<file path="config.mk">
export PLATFORM = sky130hd
export DESIGN_NAME = readyTriggeredSpiReader
export DESIGN_NICKNAME = d
export VERILOG_FILES = /design/src/rtl/rtsr_pkg.sv /design/src/rtl/rtsrCtrl.sv /design/src/rtl/rtsrPath.sv /design/src/rtl/readyTriggeredSpiReader.sv
export SDC_FILE = /design/constraint.sdc
export NUM_CORES = 1
export LEC_CHECK = 0
export BUFFER_PORTS_ARGS = -buffer_cell sky130_fd_sc_hd__clkbuf_2
export CORE_UTILIZATION = 55
export DETAILED_ROUTE_END_ITERATION = 12
export PLACE_DENSITY = 0.81
export SLEW_MARGIN = 5
export SYNTH_ARGS = -nofsm -noshare
export SYNTH_HDL_FRONTEND = slang
export SYNTH_HIERARCHICAL = 1
export SYNTH_SLANG_ARGS = --single-unit
</file>
<file path="constraint.sdc">
create_clock -name clk -period 5.3 [get_ports clk]
set_clock_uncertainty 0.2 [all_clocks]
set_input_delay 0.53 -clock clk [delete_from_list [all_inputs] [get_ports clk]]
set_output_delay 0.53 -clock clk [all_outputs]
set_load 0.03 [all_outputs]
</file>
<file path="src/rtl/rtsr_pkg.sv">
`timescale 1ns/1ps
package rtsr_pkg;

  typedef enum logic [2:0] {
    ST_IDLE,
    ST_LEAD,
    ST_HIGH,
    ST_LOW,
    ST_TAIL
  } rtsrState_t;

  // strobes from control to datapath
  typedef struct packed {
    logic shift;  // sample miso at this edge
    logic load;   // move shifted frame to the output register
  } rtsrStrobes_t;

endpackage

</file>
<file path="src/rtl/rtsrCtrl.sv">
`timescale 1ns/1ps
module rtsrCtrl
  import rtsr_pkg::*;
#(
  parameter int FRAME_BITS = 96,
  parameter int HALF_DIV   = 2,
  parameter bit FALL_EDGE  = 1'b1
) (
  input  logic         clk,
  input  logic         rstN,
  input  logic         readyIn,
  input  logic         outValid,
  output logic         sclk,
  output logic         csN,
  output logic         overrun,
  output rtsrStrobes_t strobes
);

  localparam int  HW       = (HALF_DIV > 1) ? $clog2(HALF_DIV) : 1;
  localparam int  BW       = (FRAME_BITS > 1) ? $clog2(FRAME_BITS) : 1;
  localparam logic IDLE_LVL = FALL_EDGE;

  // [0],[1] synchronizer, [2] history for the edge detector
  logic [2:0] syncPipe;
  logic       trigger;

  always_ff @(posedge clk or negedge rstN) begin
    if (!rstN) syncPipe <= {3{IDLE_LVL}};
    else       syncPipe <= {syncPipe[1:0], readyIn};
  end

  generate
    if (FALL_EDGE) begin : g_fall
      assign trigger = syncPipe[2] & ~syncPipe[1];
    end else begin : g_rise
      assign trigger = ~syncPipe[2] & syncPipe[1];
    end
  endgenerate

  rtsrState_t      state, nextState;
  logic [HW-1:0]   halfCnt;
  logic [BW-1:0]   bitCnt;
  logic            halfEnd, lastBit;

  assign halfEnd = (halfCnt == HW'(HALF_DIV - 1));
  assign lastBit = (bitCnt == BW'(FRAME_BITS - 1));

  always_comb begin
    nextState = state;
    unique case (state)
      ST_IDLE: if (trigger && !outValid) nextState = ST_LEAD;
      ST_LEAD: if (halfEnd) nextState = ST_HIGH;
      ST_HIGH: if (halfEnd) nextState = lastBit ? ST_TAIL : ST_LOW;
      ST_LOW:  if (halfEnd) nextState = ST_HIGH;
      ST_TAIL: if (halfEnd) nextState = ST_IDLE;
      default: nextState = ST_IDLE;
    endcase
  end

  always_ff @(posedge clk or negedge rstN) begin
    if (!rstN) begin
      state   <= ST_IDLE;
      halfCnt <= '0;
      bitCnt  <= '0;
      sclk    <= 1'b0;
      csN     <= 1'b1;
      overrun <= 1'b0;
    end else begin
      state <= nextState;
      sclk  <= (nextState == ST_HIGH);
      csN   <= (nextState == ST_IDLE);
      if (trigger && (state != ST_IDLE || outValid)) overrun <= 1'b1;
      if (state == ST_IDLE || halfEnd) halfCnt <= '0;
      else                             halfCnt <= halfCnt + 1'b1;
      if (state == ST_IDLE)                       bitCnt <= '0;
      else if (state == ST_HIGH && halfEnd && !lastBit) bitCnt <= bitCnt + 1'b1;
    end
  end

  always_comb begin
    strobes.shift = halfEnd && (state == ST_LEAD || state == ST_LOW);
    strobes.load  = halfEnd && (state == ST_TAIL);
  end

endmodule

</file>
<file path="src/rtl/rtsrPath.sv">
`timescale 1ns/1ps
module rtsrPath
  import rtsr_pkg::*;
#(
  parameter int          WORD_W     = 32,
  parameter int          NUM_CHAN   = 2,
  parameter bit          HAS_STATUS = 1'b1,
  parameter logic [63:0] FAULT_CODE = 64'h2220
) (
  input  logic                       clk,
  input  logic                       rstN,
  input  rtsrStrobes_t               strobes,
  input  logic                       miso,
  input  logic                       outReady,
  output logic                       outValid,
  output logic [WORD_W-1:0]          statusWord,
  output logic [NUM_CHAN*WORD_W-1:0] chanWords,
  output logic                       faultFlag,
  output logic                       frameDone
);

  localparam int CH_BITS    = NUM_CHAN * WORD_W;
  localparam int FRAME_BITS = CH_BITS + (HAS_STATUS ? WORD_W : 0);

  logic [FRAME_BITS-1:0] shiftReg;
  logic [WORD_W-1:0]     statusNext;
  logic                  faultNext;

  generate
    if (HAS_STATUS) begin : g_status
      assign statusNext = shiftReg[FRAME_BITS-1 -: WORD_W];
      assign faultNext  = (statusNext == FAULT_CODE[WORD_W-1:0]);
    end else begin : g_nostatus
      assign statusNext = '0;
      assign faultNext  = 1'b0;
    end
  endgenerate

  always_ff @(posedge clk or negedge rstN) begin
    if (!rstN) begin
      shiftReg   <= '0;
      outValid   <= 1'b0;
      statusWord <= '0;
      chanWords  <= '0;
      faultFlag  <= 1'b0;
      frameDone  <= 1'b0;
    end else begin
      frameDone <= strobes.load;
      if (strobes.shift) shiftReg <= {shiftReg[FRAME_BITS-2:0], miso};
      if (strobes.load) begin
        outValid   <= 1'b1;
        statusWord <= statusNext;
        chanWords  <= shiftReg[CH_BITS-1:0];
        faultFlag  <= faultNext;
      end else if (outValid && outReady) begin
        outValid <= 1'b0;
      end
    end
  end

endmodule

</file>
<file path="src/rtl/readyTriggeredSpiReader.sv">
`timescale 1ns/1ps
module readyTriggeredSpiReader
  import rtsr_pkg::*;
#(
  parameter int          WORD_W     = 32,
  parameter int          NUM_CHAN   = 2,
  parameter bit          HAS_STATUS = 1'b1,
  parameter int          HALF_DIV   = 2,
  parameter bit          FALL_EDGE  = 1'b1,
  parameter logic [63:0] FAULT_CODE = 64'h2220
) (
  input  logic                       clk,
  input  logic                       rstN,
  input  logic                       readyIn,
  output logic                       sclk,
  output logic                       csN,
  output logic                       mosi,
  input  logic                       miso,
  output logic                       outValid,
  input  logic                       outReady,
  output logic [WORD_W-1:0]          statusWord,
  output logic [NUM_CHAN*WORD_W-1:0] chanWords,
  output logic                       faultFlag,
  output logic                       frameDone,
  output logic                       overrun
);

  localparam int FRAME_BITS = (NUM_CHAN + (HAS_STATUS ? 1 : 0)) * WORD_W;

  rtsrStrobes_t strobes;

  assign mosi = 1'b0;  // null command during reads

  rtsrCtrl #(
    .FRAME_BITS(FRAME_BITS),
    .HALF_DIV  (HALF_DIV),
    .FALL_EDGE (FALL_EDGE)
  ) ctrl (
    .clk     (clk),
    .rstN    (rstN),
    .readyIn (readyIn),
    .outValid(outValid),
    .sclk    (sclk),
    .csN     (csN),
    .overrun (overrun),
    .strobes (strobes)
  );

  rtsrPath #(
    .WORD_W    (WORD_W),
    .NUM_CHAN  (NUM_CHAN),
    .HAS_STATUS(HAS_STATUS),
    .FAULT_CODE(FAULT_CODE)
  ) path (
    .clk       (clk),
    .rstN      (rstN),
    .strobes   (strobes),
    .miso      (miso),
    .outReady  (outReady),
    .outValid  (outValid),
    .statusWord(statusWord),
    .chanWords (chanWords),
    .faultFlag (faultFlag),
    .frameDone (frameDone)
  );

endmodule

</file>
==> flow_summary.yaml <==
power_and_ir_drop:
  p_total_mw: 3.66
  ir_drop_v: 0.000246
  p_per_area_nw_per_um2: 388
  p_clk_share_pct: 39.5
  power_frac_seq_pct: 48.4
  pwr-share-comb_pct: 12.2
  switching_share_pct: 24.1
  p_int_mw: 2.78
  p_leak_nw: 4.94
  switchingPower_mw: 0.882
sta:
  fin_crit_sh_pct: 51.4
  tightest_slew_ns: 1.26
  final.setup.tns_ns: 0
  slew_headroom_pct: 15.9
  max_freq_mhz: 367
  hold_viol: 11
  hold-worst-slack_ns: -0.0228
  finalWorstPathRequiredPeriod_ns: 2.72
  rsz0062_at_grt: "false"
  drv_slew: 0
  setup_viol: 0
global_route:
  grt_max_degree: 116
  grt_pass1_vias: 4510
  track_usage_pct: 18.7
  gr-total-overflow: 0
  antenna_found_initial: 0
  grt_pass1_wl_um: 22800
cells_and_area:
  n_fill_cell: 976
  fin_nets: 615
  drive_gt1_share_pct: 55.3
  final_cells: 802
  syn2layout_area_growth_pct: 16.6
  diodes: 0
critical_path:
  crit_family: "simple AND/OR/NAND/NOR gates"
  crit_required_ns: 5.46
  cp_data_arrival_time_ns: 2.88
  cp_slowest_cell: "nor2_4"
  critPathMaxStageDelay_ns: 0.97
  cp-start-kind: "register"
  path_depth: 4
  path_cells: "nand2_1, nor2_4, buf_12, mux2_2"
  crit_path_max_fanout: 52
  crit_buf_inv: 1
  reg2reg_depth: 4
  cp-end-kind: "register"
  crit_type: "reg -> reg"
route:
  routed_wl_um: 13600
  drc_errors: 0
  vias_per_cell: 5.42
  vias: 4345
  antenna_left: 0
  wl_per_cell_um: 16.9
  detail_route.iter0.violations: 177
  dr.pass1.iters: 4
cts:
  clkLatencyLatePin_ns: 0.48
  root_buffer: "clkbuf_16"
  cts_resized: 0
  cts_buffers: 22
  cts_tree: "built"
  clk_pin_slew_ns: 0.06
  clockBufferDepth: 3
  h-tree-depth: 1
  cts_sinks: 212
yosys:
  synth_top_area_share_pct: 64.3
  syn_inst: 501
  postSynth.asyncResetShare_pct: 100
  synth_warnings: 6
  ys_top_cells_by_count: "dfrtp_1 (208), mux2_2 (192), buf_2 (18)"
  synth_top_area_cell: "dfrtp_1"
  synth_edf_count: 0
  avgSynthCellArea_um2: 16.2
  ys_types: 39
  synth_most_common_cell: "dfrtp_1"
  synth_area_um2: 8100
  synth_fp_nets: 507
  ys.flop_type: "dfrtp_1"
  synth_area_leaders: "dfrtp_1 (64%), mux2_2 (27%), dfstp_2 (1.3%)"
  yosys_register_bits: 212
  ys_seq_area_share_pct: 65.6
flow_run:
  cap_violations: 0
hold_path:
  min_path_type: "in -> async"
run_status:
  outcome: "finished, violations left"
  failed_checks: "hold timing"
place:
  place_congestion: 0.785
  dpl.cell_count: 764
  dpl.hpwl_um: 8680
  portBuffers: 106
die:
  initial_core_util_pct: 57.4
  die_h_um: 123
  num_rows: 43
  core-area_um2: 14100
  die-width_um: 123
  num_io_pins: 108
  die_area_um2: 15200
[routing by layer]
metal	vias to the layer above	share of wire (%)	GRT usage, %
li1	1994	-	-
met1	2236	44	25.6
met2	92	49	30.2
met3	23	4.7	3.92
met4	0	1.9	5.42
met5	-	0	0
[metrics by stage]
stage	setup slack (ns)	utilization, %	area [um2]
6_report	2.58	67.0	9440
5_1_grt	2.38	67.0	9440
4_1_cts	2.56	67.0	9440
3_5_place_dp	2.57	62.0	8740
3_3_place_gp	2.66	62.0	8740
2_1_floorplan	3.41	-	8100
[final cells by class]
class / instances / area (um2) / area share [%]
clock buffer: 34 / 677 / 7.17
clock inverter: 3 / 15.0 / 0.159
inverter: 4 / 15.0 / 0.159
multi-input combinational: 258 / 2610 / 27.6
sequential: 212 / 5310 / 56.2
tap: 180 / 225 / 2.39
timing repair buffer: 111 / 592 / 6.27
[kinds of logic (layout without fill, tap and decap cells)]
kind of cell | after synthesis | count (layout) | share of synthesized area, %
simple gates | 43 | 43 | 3.08
mux | 193 | 193 | 26.8
other cells | 1 | 1 | 0.0463
compound gates | 16 | 16 | 1.50
flops | 212 | 212 | 65.6
buf+inv | 31 | 152 | 2.36
fa+ha+maj | 1 | 1 | 0.155
xor+xnor | 4 | 4 | 0.433
[cells in the final DEF, fill, tap and decap left out, types with 2 or more instances in the layout]
master and n:
clkbuf_1 5, o31ai_1 3, clkbuf_2 105, nor3_1 3
inv_1 4, a21oi_1 3, nor2_1 12, nand4_1 3
nand2_1 4, or3_1 2, clkbuf_8 7, buf_4 3
dfstp_2 4, dfrtp_1 208, clkbuf_16 23, nor4b_1 3
o211ai_1 3, nor4_1 3, clkinv_2 3, mux2_2 192
nand2b_1 3, xor2_1 3
[power groups by stage]
| stage | clock, mW | combinational (mW) | sequential (mW) |
|---|---|---|---|
| after floorplan | 0 | 0.392 | 1.77 |
| after global placement | 0 | 0.433 | 1.79 |
| after detailed placement | 0 | 0.448 | 1.80 |
| after CTS | 1.48 | 0.452 | 1.77 |
| after global routing | 1.54 | 0.485 | 1.78 |
| final | 1.45 | 0.445 | 1.77 |
[state kept, by name (all words and copies together) (netlist names)]
name and flops:
ctrl/halfCnt 1, path/shiftReg 96, ctrl/overrun 1, ctrl/syncPipe 3
path/chanWords 64, path/faultFlag 1, ctrl/state 3, ctrl/sclk 1
ctrl/csN 1, path/frameDone 1, ctrl/bitCnt 7, path/outValid 1
path/statusWord 32
[path summary, 6_finish.rpt]
check / end / from / slack, ns
max: path/shiftReg[29] / ctrl/halfCnt / 2.58
min: path/chanWords[33] / rstN / -0.02
max reg2reg: path/shiftReg[29] / ctrl/halfCnt / 2.58
min reg2reg: ctrl/syncPipe[1] / ctrl/syncPipe[0] / 0.16
max in group asynchronous: path/shiftReg[10] / rstN / 3.75
min in group clk: path/outValid / outReady / 0.09
[timing repair]
action	CTS	global route
hold buffers	1	0
buffers inserted	0	0
setup endpoints to repair	0	0
endpoints found under the hold margin	1	0
(Power assumes the default switching activity.)
